[src/rtl/bcrc_err_track.sv]
module bcrc_err_track #(
   parameter int unsigned CRC_W     = 16,
   parameter int unsigned BURST_W   = 4,
   parameter int unsigned ERR_W     = 8,
   parameter int unsigned ICRC_BIT  = 7,
   parameter int unsigned ABORT_BIT = 2
) (
   input  logic               clk,
   input  logic               rst_n,
   input  logic               cmd_start,
   input  logic               cmd_end,
   input  logic               burst_start,
   input  logic               crc_cap,
   input  logic [CRC_W-1:0]   host_crc,
   input  logic [CRC_W-1:0]   crc_local,
   output logic               mismatch_q,
   output logic               sticky_q,
   output logic [BURST_W-1:0] first_q,
   output logic [ERR_W-1:0]   err_q
);
   localparam logic [BURST_W-1:0] BURST_MAX = {BURST_W{1'b1}};

   logic [BURST_W-1:0] burst_cnt_q;
   logic [ERR_W-1:0]   err_next;
   logic               miss;

   assign miss = crc_cap && (host_crc != crc_local);

   for (genvar b = 0; b < ERR_W; b++) begin : g_err_bit
      if (b == ICRC_BIT || b == ABORT_BIT) begin : g_flag
         assign err_next[b] = sticky_q;
      end else begin : g_zero
         assign err_next[b] = 1'b0;
      end
   end

   always_ff @(posedge clk or negedge rst_n) begin
      if (!rst_n) begin
         mismatch_q  <= 1'b0;
         sticky_q    <= 1'b0;
         first_q     <= '0;
         err_q       <= '0;
         burst_cnt_q <= '0;
      end else if (cmd_start) begin
         mismatch_q  <= 1'b0;
         sticky_q    <= 1'b0;
         first_q     <= '0;
         err_q       <= '0;
         burst_cnt_q <= '0;
      end else begin
         mismatch_q <= miss;
         if (burst_start && burst_cnt_q != BURST_MAX) begin
            burst_cnt_q <= burst_cnt_q + 1'b1;
         end
         if (miss && !sticky_q) begin
            sticky_q <= 1'b1;
            first_q  <= burst_cnt_q;
         end
         if (cmd_end) begin
            err_q <= err_next;
         end
      end
   end
endmodule

[config.mk]
export PLATFORM = sky130hd
export DESIGN_NAME = bcrc_err_track
export DESIGN_NICKNAME = d
export VERILOG_FILES = /design/src/rtl/bcrc_err_track.sv
export SDC_FILE = /design/constraint.sdc
export NUM_CORES = 1
export LEC_CHECK = 0
export BUFFER_PORTS_ARGS = -buffer_cell sky130_fd_sc_hd__buf_2
export CAP_MARGIN = 20
export CORE_MARGIN = 3
export CORE_UTILIZATION = 36
export CTS_BUF_LIST = sky130_fd_sc_hd__clkbuf_16
export DETAILED_ROUTE_END_ITERATION = 10
export PLACE_DENSITY = 0.75
export SYNTH_ARGS = -nofsm -noshare
export SYNTH_HDL_FRONTEND = slang
export SYNTH_SLANG_ARGS = --single-unit
export TNS_END_PERCENT = 20
[constraint.sdc]
create_clock -name clk -period 1.3 [get_ports clk]
set_input_delay 0.195 -clock clk [delete_from_list [all_inputs] [get_ports clk]]
set_output_delay 0.195 -clock clk [all_outputs]
set_load 0.05 [all_outputs]
==> results of run 1 <==
-- synth_stat cells, drive strengths merged --
library cell and count:
xnor2 17, dfrtp 11, nand2b 8, buf 7, nor2 7, mux2i 5
nand3 4, nand4 4, a21oi 2, nand2 2, xor2 2, clkbuf 1
conb 1, ha 1, inv 1, o41ai 1
-- flip-flops by register name, summed over array words and instances (netlist names) --
register and count:
burst_cnt_q 4, err_q 1, mismatch_q 1, sticky_q 1
first_q 4
-- worst reg2reg max path, stage by stage, from the launching register on --
cell                      delay [ns]
sky130_fd_sc_hd__dfrtp_1        0.37
sky130_fd_sc_hd__ha_1           0.23
sky130_fd_sc_hd__nand3_2        0.08
sky130_fd_sc_hd__nand2_1        0.10
sky130_fd_sc_hd__nor2_2         0.13
sky130_fd_sc_hd__xnor2_1        0.12
sky130_fd_sc_hd__nor2_1         0.05
-- area by class of cell --
cell class / instances / area, sq um
timing repair buffer: 50 / 272
fill: 145 / 697
clock buffer: 3 / 75.1
multi-input combinational: 59 / 463
inverter: 1 / 3.75
clock inverter: 1 / 3.75
sequential: 11 / 275
tap: 25 / 31.3
-- logic make-up after synthesis --
group           synth area share [%]
compound gates                  5.09
xor+xnor                        22.6
fa+ha+maj                       1.70
buf+inv                         8.15
flops                           37.4
mux                             6.79
other cells                    0.509
simple gates                    17.8
-- where the power goes --
group | total, mW | leakage, nW | switching, mW | internal [mW]
sequential | 0.368 | 0.149 | 0.0104 | 0.358
clock | 0.537 | 0.0423 | 0.135 | 0.402
combinational | 0.283 | 0.390 | 0.160 | 0.123
-- routing by layer --
| metal | vias up | wire length [um] | share of wire [%] | track usage, % |
|---|---|---|---|---|
| met5 | - | 0 | 0 | 0 |
| met4 | 0 | 0 | 0 | 2.62 |
| met3 | 0 | 190 | 11 | 5.83 |
| met2 | 32 | 928 | 51 | 24.7 |
| met1 | 286 | 688 | 38 | 15.2 |
| li1 | 332 | - | - | - |
-- worst paths after layout --
check,from,end,slack [ns],cells past startpoint
max,crc_local[3],first_q[2],0.03,6
min,cmd_end,err_q[2],0.24,3
max reg2reg,burst_cnt_q[0],burst_cnt_q[3],0.08,6
min reg2reg,first_q[3],first_q[3],0.54,2
max in group asynchronous,rst_n,first_q[3],0.74,2
min in group asynchronous,rst_n,burst_cnt_q[3],0.36,2
-- repair_timing --
| item | CTS | global route |
|---|---|---|
| buffers inserted | 0 | 0 |
| hold buffers | 1 | 0 |
| endpoints found under the setup margin | 0 | 3 |
| gates resized for setup | 0 | 8 |
| hold endpoints to repair | 11 | 0 |
==> reports/qor.tcl, run 1 <==
set qor(post-route-min-period_ns) 1.27
set qor(synthDominantAreaCellType) {sky130_fd_sc_hd__dfrtp_1}
set qor(mappedNetlistArea_sq_um) 737
set qor(final_net_count) 165
set qor(clockBufferDepth) 2
set qor(dp_hpwl_um) 1440
set qor(commonest_non_fill_non_tap_cell_in_the_layout) {sky130_fd_sc_hd__buf_2}
set qor(fp-row-count) 15
set qor(postLayoutCoreUtil_pct) 61.7
set qor(initial_core_util_pct) 40.5
set qor(setup_tns_ns) 0
set qor(global_route_wire_length_before_repair_um) 2700
set qor(worst_clk_skew_ns) 0.000624
set qor(global_route_usage_over_all_layers_pct) 13.8
set qor(cts_tree) {done}
set qor(cts.htree.levels) 1
set qor(detail_route.first_pass.iterations) 3
set qor(avgViaCountPerCell) 4.33
set qor(postLayoutCellArea_sq_um) 1120
set qor(standard_cell_with_the_maximum_stage_delay_on_the_critical_path) {sky130_fd_sc_hd__o41ai_4}
set qor(ctsRootBufferMaster) {sky130_fd_sc_hd__clkbuf_16}
set qor(post_route_cells_drive_above_1_share_pct) 48.0
set qor(post-route-period-util_pct) 97.4
set qor(post-place-cells) 145
set qor(synth_cells) 74
set qor(static-leakage-power_nw) 0.581
set qor(antenna_violations_before_repair) 0
set qor(peakVddDrop_v) 0.00128
set qor(synth.area.top_cells) {sky130_fd_sc_hd__dfrtp_1 37%, sky130_fd_sc_hd__xnor2_1 20%, sky130_fd_sc_hd__buf_4 7.1%}
set qor(preCtsSetupSlack_ns) -0.189
set qor(pin_count) 52
set qor(drv_cap) 0
set qor(final-instance-count-excl-fill) 150
set qor(fin_worst_hold_slack_ns) 0.241
set qor(synthDominantCellAreaShare_pct) 37.4
set qor(critical_path.top_delay_family) {compound AO/OA/AOI/OAI gates}
set qor(drt-total-wl_um) 1810
set qor(overflow) 0
set qor(core-area_sq_um) 1820
set qor(crit_path_max_incr_delay_ns) 0.48
set qor(cts.sink_count) 11
set qor(critPathLaunchType) {input port}
set qor(layout_common_cells) {44 x sky130_fd_sc_hd__buf_2, 13 x sky130_fd_sc_hd__xnor2_1, 11 x sky130_fd_sc_hd__dfrtp_1, 8 x sky130_fd_sc_hd__nand2b_1, 6 x sky130_fd_sc_hd__conb_1}
set qor(finalHoldViolations) 0
set qor(setup_viol) 0
set qor(clock_latency_on_the_worst_skew_pair_ns) 0.23
set qor(die_area_sq_um) 2630
set qor(ys_ff_latch) 11
set qor(yosys_warnings) 0
set qor(die_span_in_y_um) 51.2
set qor(critPathBufInv) 1
set qor(worstHoldPathType) {input port to flop}
set qor(max_freq_mhz) 790
set qor(placed_cell_area_sq_um) 986
set qor(cts_made_buffers) 3
set qor(area_growth_pct) 52.5
set qor(antenna_diode_count) 0
set qor(result_of_the_run) {complete, no violations}
set qor(yosysUniqueCellTypes) 17
set qor(crit_path_end_kind) {flop}
set qor(worst_path_max_fanout) 4
set qor(port_buffers) 45
set qor(vias) 650
set qor(critical_path.cell_chain) {buf_2, xnor2_2, nand4_1, o41ai_4, nor2_4, mux2i_1}
set qor(finalWeightedCongestion) 0.725
set qor(post_drt_wl_per_cell_um) 12.0
set qor(post-layout-total-power_mw) 1.19
set qor(drtIter0Drc) 3
set qor(critical_path_required_ns) 1.44
set qor(detail-route-antenna-nets) 0
set qor(slew_limit_fails) 0
set qor(synth_area_per_cell_sq_um) 9.96
set qor(clkSlewWorstSetupHoldPaths_ns) 0.04
set qor(grt_pass1_vias) 637
set qor(post-route-drc-count) 0
set qor(timing.critical_path.arrival_ns) 1.41
set qor(unrepaired_setup_endpoints_after_global_routing) {yes}
set qor(die_width_um) 51.2
set qor(timing_worst_setup_path_type) {input port to flop}
set qor(power_density_nw_per_um2) 1060
set qor(final.setup.worst_slack_ns) 0.0342
set qor(grt_start_max_net_pins) 16
set qor(seq_area_frac_synth_pct) 37.4
Note: power is estimated with default switching activity, not from simulation.
==> run 2, diff against run 1 <==
Settings changed: HOLD_SLACK_MARGIN from default to 0.06, MAX_ROUTING_LAYER from default to met4.
==> run 2 against run 1 <==
Die area stayed put. Worst hold slack worse by 0.0011 ns. Via count increased by 0.31%. Critical path type unchanged. Routed wire length rose by 0.28%. Sequential cell count is the same. Clock skew about the same. Largest power group unchanged. Register-to-register slack about the same. Combinational power barely moved.
==> reports/qor.tcl, run 2 (synthesized netlist as in run 1, its figures left out) <==
set qor(regToRegStartpoint) {burst_cnt_q[0]}
set qor(grt_start_max_net_pins) 16 ;# unchanged
set qor(critical_path_required_ns) 1.44 ;# about the same
set qor(post_route_cells_drive_above_1_share_pct) 48.0 ;# unchanged
set qor(antenna_violations_before_repair) 0 ;# unchanged
set qor(setup_tns_ns) 0 ;# unchanged
set qor(internal_cell_power_mw) 0.883 ;# about the same
set qor(clockBufferDepth) 2 ;# unchanged
set qor(static-leakage-power_nw) 0.581 ;# unchanged
set qor(worstHoldPathType) {input port to flop}
set qor(critPathLaunchType) {input port}
set qor(timing_worst_setup_path_type) {input port to flop}
set qor(total_switching_power_mw) 0.308 ;# +0.70%
set qor(timing.critical_path.arrival_ns) 1.41 ;# about the same
set qor(cts_made_buffers) 3 ;# unchanged
set qor(cts.htree.levels) 1 ;# unchanged
set qor(postLayoutCoreUtil_pct) 61.7 ;# unchanged
set qor(end_of_the_worst_hold_path) {err_q[2]}
set qor(ctsRootBufferMaster) {sky130_fd_sc_hd__clkbuf_16}
set qor(drtIter0Drc) 5 ;# +2
set qor(holdCritStartpoint) {cmd_end}
set qor(pin_count) 52 ;# unchanged
set qor(final_net_count) 165 ;# unchanged
set qor(layout_common_cells) {44 x sky130_fd_sc_hd__buf_2, 13 x sky130_fd_sc_hd__xnor2_1, 11 x sky130_fd_sc_hd__dfrtp_1, 8 x sky130_fd_sc_hd__nand2b_1, 6 x sky130_fd_sc_hd__conb_1}
set qor(use_met2_pct) 24.7 ;# unchanged
set qor(detail-route-antenna-nets) 0 ;# unchanged
set qor(unrepaired_setup_endpoints_after_global_routing) {yes}
set qor(worst_r2r_path_depth) 6 ;# unchanged
set qor(cts.sink_count) 11 ;# unchanged
set qor(dp_hpwl_um) 1440 ;# unchanged
set qor(gr-max-usage-layer) {met2}
set qor(finalWeightedCongestion) 0.733 ;# +1.2%
set qor(antenna_diode_count) 0 ;# unchanged
set qor(die_area_sq_um) 2630 ;# unchanged
set qor(initial_core_util_pct) 40.5 ;# unchanged
set qor(post_cts_setup_repair_bufs) 0 ;# unchanged
set qor(setup_viol) 0 ;# unchanged
set qor(peakVddDrop_v) 0.00128 ;# +0.43%
set qor(max_freq_mhz) 791 ;# about the same
set qor(port_buffers) 45 ;# unchanged
set qor(crit_path_end_kind) {flop}
set qor(grt_pass1_vias) 636 ;# -0.16%
set qor(commonest_non_fill_non_tap_cell_in_the_layout) {sky130_fd_sc_hd__buf_2}
set qor(drv_cap) 0 ;# unchanged
set qor(post_drt_wl_per_cell_um) 12.1 ;# +0.28%
set qor(fp-row-count) 15 ;# unchanged
set qor(area_growth_pct) 52.5 ;# unchanged
set qor(worst_path_max_fanout) 4 ;# unchanged
set qor(groute.layer.met1.usage_pct) 15.2 ;# unchanged
set qor(placed_cell_area_sq_um) 986 ;# unchanged
set qor(post-route-drc-count) 0 ;# unchanged
set qor(global_route_usage_over_all_layers_pct) 14.1 ;# +0.36 points
set qor(finalHoldViolations) 0 ;# unchanged
set qor(slew_limit_fails) 0 ;# unchanged
set qor(clkSlewWorstSetupHoldPaths_ns) 0.04 ;# about the same
set qor(cts_tree) {done}
set qor(power_density_nw_per_um2) 1060 ;# +0.19%
set qor(vias) 652 ;# +0.31%
set qor(result_of_the_run) {complete, no violations}
set qor(global_route_wire_length_before_repair_um) 2700 ;# unchanged
set qor(drt-total-wl_um) 1810 ;# +0.28%
set qor(post-route-min-period_ns) 1.26 ;# -0.00104 ns
set qor(overflow) 0 ;# unchanged
set qor(die_width_um) 51.2 ;# unchanged
set qor(postLayoutCellArea_sq_um) 1120 ;# unchanged
set qor(post-place-cells) 145 ;# unchanged
set qor(combinationalPowerShare_pct) 23.8 ;# about the same
set qor(seq_power_share_pct) 30.9 ;# about the same
set qor(post-route-period-util_pct) 97.3 ;# about the same
set qor(core-area_sq_um) 1820 ;# unchanged
set qor(grt_use_met3_pct) 5.83 ;# unchanged
set qor(die_span_in_y_um) 51.2 ;# unchanged
set qor(final-instance-count-excl-fill) 150 ;# unchanged
set qor(clock_power_share_pct) 45.3 ;# about the same
set qor(regToRegSetupSlack_ns) 0.08 ;# about the same
set qor(worst_clk_skew_ns) 0.000695 ;# +0.0000713 ns
set qor(swShare_pct) 25.8 ;# +0.13 points
set qor(reg_top3) {burst_cnt_q: 4 flops, first_q: 4 flops}
set qor(r2r_end) {burst_cnt_q[3]}
set qor(holdPathStages) 3 ;# unchanged
set qor(avgViaCountPerCell) 4.35 ;# +0.31%
set qor(detail_route.first_pass.iterations) 3 ;# unchanged
set qor(clock_latency_on_the_worst_skew_pair_ns) 0.23 ;# about the same
[run 2: cell counts in the layout (fill, tap and decap cells not counted)]
Identical to the previous run, type by type.
[run 2: final cells by class]
cell class / count / area (sq um)
Multi-Input combinational cell: 59 / 463
Sequential cell: 11 / 275
Timing Repair Buffer: 50 / 272
Tap cell: 25 / 31.3
Clock buffer: 3 / 75.1
Inverter: 1 / 3.75
Clock inverter: 1 / 3.75
Fill cell: 145 / 697
[run 2: through the flow]
step | setup WS (ns) | power, mW | hold slack, ns
detailed placement | -0.189 | 0.637 | 0.0791
CTS | 0.0439 | 1.19 | 0.243
finish | 0.0353 | 1.19 | 0.240
floorplan | 0.0333 | 0.550 | -0.101
global route | -0.0474 | 1.24 | 0.270
global placement | -0.0931 | 0.631 | 0.0738
[run 2: worst max path at each step]
| stage | startpoint | end | slack [ns] | cells past startpoint |
|---|---|---|---|---|
| 2_1_floorplan | crc_local[10] | first_q[0] | 0.03 | 5 |
| 3_3_place_gp | crc_local[10] | first_q[3] | -0.09 | 6 |
| 3_5_place_dp | crc_local[11] | first_q[2] | -0.19 | 6 |
| 4_1_cts | crc_local[11] | first_q[2] | 0.04 | 6 |
| 5_1_grt | crc_local[9] | first_q[2] | -0.05 | 6 |
| 6_report | crc_local[3] | first_q[2] | 0.04 | 6 |
[run 2: power by group through the flow]
stage | logic (mW) | clock network [mW] | registers, mW
after floorplan | 0.149 | 0 | 0.401
after global placement | 0.259 | 0 | 0.372
after detailed placement | 0.265 | 0 | 0.372
after CTS | 0.269 | 0.552 | 0.367
after global routing | 0.306 | 0.567 | 0.370
final | 0.283 | 0.540 | 0.368
[run 2: critical path, cell delays in order]
cell	delay [ns]
sky130_fd_sc_hd__buf_2	0.11
sky130_fd_sc_hd__xnor2_2	0.14
sky130_fd_sc_hd__nand4_1	0.18
sky130_fd_sc_hd__o41ai_4	0.48
sky130_fd_sc_hd__nor2_4	0.11
sky130_fd_sc_hd__mux2i_1	0.19
[run 2: routing by layer]
layer	wire length [um]	up-vias
met2	928	32
met3	188	2
met4	5	0
met5	0	-
met1	688	286
li1	-	332
[run 2: repair_timing]
| action | 4_1_cts | 5_1_grt |
|---|---|---|
| resized for setup | 0 | 8 |
| hold buffers | 1 | 0 |
| endpoints found under the hold margin | 11 | 0 |
| setup endpoints to repair | 0 | 3 |
==> run 3, diff against run 2 <==
Settings changed: CORE_ASPECT_RATIO from default to 1.2.
==> run 3 against run 2 <==
Sequential cell count did not move. Via count rose by 4.6%. Clock skew barely moved. Design area fell by 4.3%. Combinational power fell by 6%. Worst hold slack got worse by 0.014 ns. Non-clock buffer count did not move.
==> reports/qor.tcl, run 3 (synthesized netlist as in run 1, its figures left out) <==
set qor(fillCellCount) 169 ;# +17%
set qor(critical_path_required_ns) 1.41 ;# -0.03 ns
set qor(post-layout-total-power_mw) 1.17 ;# -1.4%
set qor(critical_path.cell_chain) {buf_2, xnor2_1, nand4_1, o41ai_4, nor2_2, mux2i_1}
set qor(max_freq_mhz) 838 ;# +5.9%
set qor(antenna_diode_count) 0 ;# unchanged
set qor(seq_power_share_pct) 31.3 ;# +0.4 points
set qor(detail-route-antenna-nets) 0 ;# unchanged
set qor(critPathLaunchType) {input port}
set qor(crit_path_end_kind) {flop}
set qor(swShare_pct) 25.7 ;# -0.16 points
set qor(vias) 682 ;# +4.6%
set qor(post-route-period-util_pct) 91.8 ;# -5.5 points
set qor(crit_path_max_incr_delay_ns) 0.39 ;# -0.09 ns
set qor(antenna_violations_before_repair) 0 ;# unchanged
set qor(timing.critical_path.arrival_ns) 1.30 ;# -0.11 ns
set qor(drtIter0Drc) 1 ;# -4
set qor(clkSlewWorstSetupHoldPaths_ns) 0.04 ;# about the same
set qor(slew_limit_fails) 0 ;# unchanged
set qor(power_density_nw_per_um2) 1090 ;# +3.1%
set qor(grt_start_max_net_pins) 16 ;# unchanged
set qor(worst_path_max_fanout) 4 ;# unchanged
set qor(peakVddDrop_v) 0.000598 ;# -53%
set qor(cts.htree.levels) 1 ;# unchanged
set qor(cts_made_buffers) 3 ;# unchanged
set qor(setup_viol) 0 ;# unchanged
set qor(die_width_um) 47.3 ;# -7.7%
set qor(standard_cell_with_the_maximum_stage_delay_on_the_critical_path) {sky130_fd_sc_hd__o41ai_4}
set qor(reg_top3) {burst_cnt_q: 4 flops, first_q: 4 flops}
set qor(drv_cap) 0 ;# unchanged
set qor(combinationalPowerShare_pct) 22.8 ;# -1.0 points
set qor(commonest_non_fill_non_tap_cell_in_the_layout) {sky130_fd_sc_hd__buf_2}
set qor(drt-total-wl_um) 1640 ;# -9.3%
set qor(internal_cell_power_mw) 0.873 ;# -1.2%
set qor(worstHoldPathType) {input port to flop}
set qor(pin_count) 52 ;# unchanged
set qor(grt_pass1_vias) 617 ;# -3.0%
set qor(area_growth_pct) 45.8
set qor(die_span_in_y_um) 55.6 ;# +8.4%
set qor(finalHoldViolations) 0 ;# unchanged
set qor(port_buffers) 45 ;# unchanged
set qor(global_route_usage_over_all_layers_pct) 12.4 ;# -1.7 points
set qor(die_area_sq_um) 2630 ;# about the same
set qor(unrepaired_setup_endpoints_after_global_routing) {no}
set qor(clockBufferDepth) 2 ;# unchanged
set qor(post_drt_wl_per_cell_um) 11.4 ;# -5.6%
set qor(critPathBufInv) 1 ;# unchanged
set qor(detail_route.first_pass.iterations) 2 ;# -1
set qor(result_of_the_run) {complete, no violations}
set qor(critical_path.top_delay_family) {compound AO/OA/AOI/OAI gates}
set qor(post-route-min-period_ns) 1.19 ;# -0.0710 ns
set qor(clock_power_share_pct) 46.0 ;# +0.7 points
set qor(initial_core_util_pct) 38.9 ;# -1.6 points
set qor(finalWeightedCongestion) 0.721 ;# -1.7%
set qor(static-leakage-power_nw) 0.555 ;# -4.5%
set qor(dp_hpwl_um) 1380 ;# -4.4%
set qor(post_route_cells_drive_above_1_share_pct) 44.8 ;# -3.2 points
set qor(timing_worst_setup_path_type) {input port to flop}
set qor(overflow) 0 ;# unchanged
set qor(global_route_wire_length_before_repair_um) 2280 ;# -16%
set qor(cts_tree) {done}
set qor(core-area_sq_um) 1890 ;# +4.0%
set qor(postLayoutCoreUtil_pct) 56.8 ;# -4.9 points
set qor(cts.sink_count) 11 ;# unchanged
set qor(worst_clk_skew_ns) 0.000601 ;# -0.0000941 ns
set qor(post-route-drc-count) 0 ;# unchanged
set qor(final_net_count) 165 ;# unchanged
set qor(fp-row-count) 17 ;# +2
set qor(total_switching_power_mw) 0.302 ;# -2.0%
set qor(clock_latency_on_the_worst_skew_pair_ns) 0.23 ;# about the same
set qor(avgViaCountPerCell) 4.74 ;# +9.0%
set qor(layout_common_cells) {45 x sky130_fd_sc_hd__buf_2, 17 x sky130_fd_sc_hd__xnor2_1, 11 x sky130_fd_sc_hd__dfrtp_1, 8 x sky130_fd_sc_hd__nand2b_1}
set qor(fin_worst_hold_slack_ns) 0.226 ;# -0.0145 ns
set qor(ctsRootBufferMaster) {sky130_fd_sc_hd__clkbuf_16}
-- run 3: cell counts in the layout (fill, tap and decap cells not counted) --
Identical to the previous run, type by type.
-- run 3: cell type report --
type / instances / area (sq um) / share of cell area, %
Multi-Input combinational cell: 59 / 428 / 39.8
Sequential cell: 11 / 275 / 25.6
Timing Repair Buffer: 50 / 265 / 24.7
Clock buffer: 3 / 75.1 / 6.98
Tap cell: 19 / 23.8 / 2.21
Clock inverter: 1 / 3.75 / 0.349
Inverter: 1 / 3.75 / 0.349
-- run 3: final timing paths --
kind,endpoint,depth (start not counted),slack [ns],startpoint
worst max-delay path,first_q[2],6,0.11,crc_local[7]
max in group asynchronous,mismatch_q,2,0.73,rst_n
min in group asynchronous,burst_cnt_q[2],2,0.37,rst_n
worst min register to register,err_q[2],2,0.54,err_q[2]
worst min-delay path,err_q[2],3,0.23,cmd_end
worst max register to register,burst_cnt_q[2],6,0.11,burst_cnt_q[0]
-- run 3: routing by layer --
metal | routed length, um | vias up | track usage [%]
li1 | - | 330 | -
met1 | 552 | 304 | 10.4
met2 | 765 | 45 | 21.5
met3 | 293 | 3 | 4.56
met4 | 31 | 0 | 7.11
met5 | 0 | - | -
-- run 3: timing repair --
| action | CTS | global route |
|---|---|---|
| setup buffers | 0 | 0 |
| endpoints found under the setup margin | 0 | 1 |
| endpoints found under the hold margin | 11 | 0 |
| gates resized for setup | 0 | 2 |
| hold buffers | 1 | 0 |
-- run 3: stage by stage --
step | area [sq um] | setup TNS (ns) | setup WS, ns | instances
after floorplan | 756 | 0 | 0.0333 | 79
after global placement | 978 | -0.512 | -0.100 | 139
after detailed placement | 978 | -0.795 | -0.155 | 139
after CTS | 1070 | 0 | 0.0388 | 144
after global routing | 1070 | 0 | 0.0262 | 144
final | 1070 | 0 | 0.106 | 144
-- run 3: worst min-delay path: stages --
cell,delay (ns)
sky130_fd_sc_hd__buf_2,0.09
sky130_fd_sc_hd__mux2i_1,0.06
sky130_fd_sc_hd__nor2_1,0.08
-- run 3: power by group through the flow --
| stage | clock [mW] | combinational (mW) | sequential (mW) |
|---|---|---|---|
| 2_1_floorplan | 0 | 0.149 | 0.401 |
| 3_3_place_gp | 0 | 0.261 | 0.371 |
| 3_5_place_dp | 0 | 0.266 | 0.372 |
| 4_1_cts | 0.555 | 0.269 | 0.368 |
| 5_1_grt | 0.566 | 0.289 | 0.370 |
| 6_report | 0.540 | 0.267 | 0.367 |
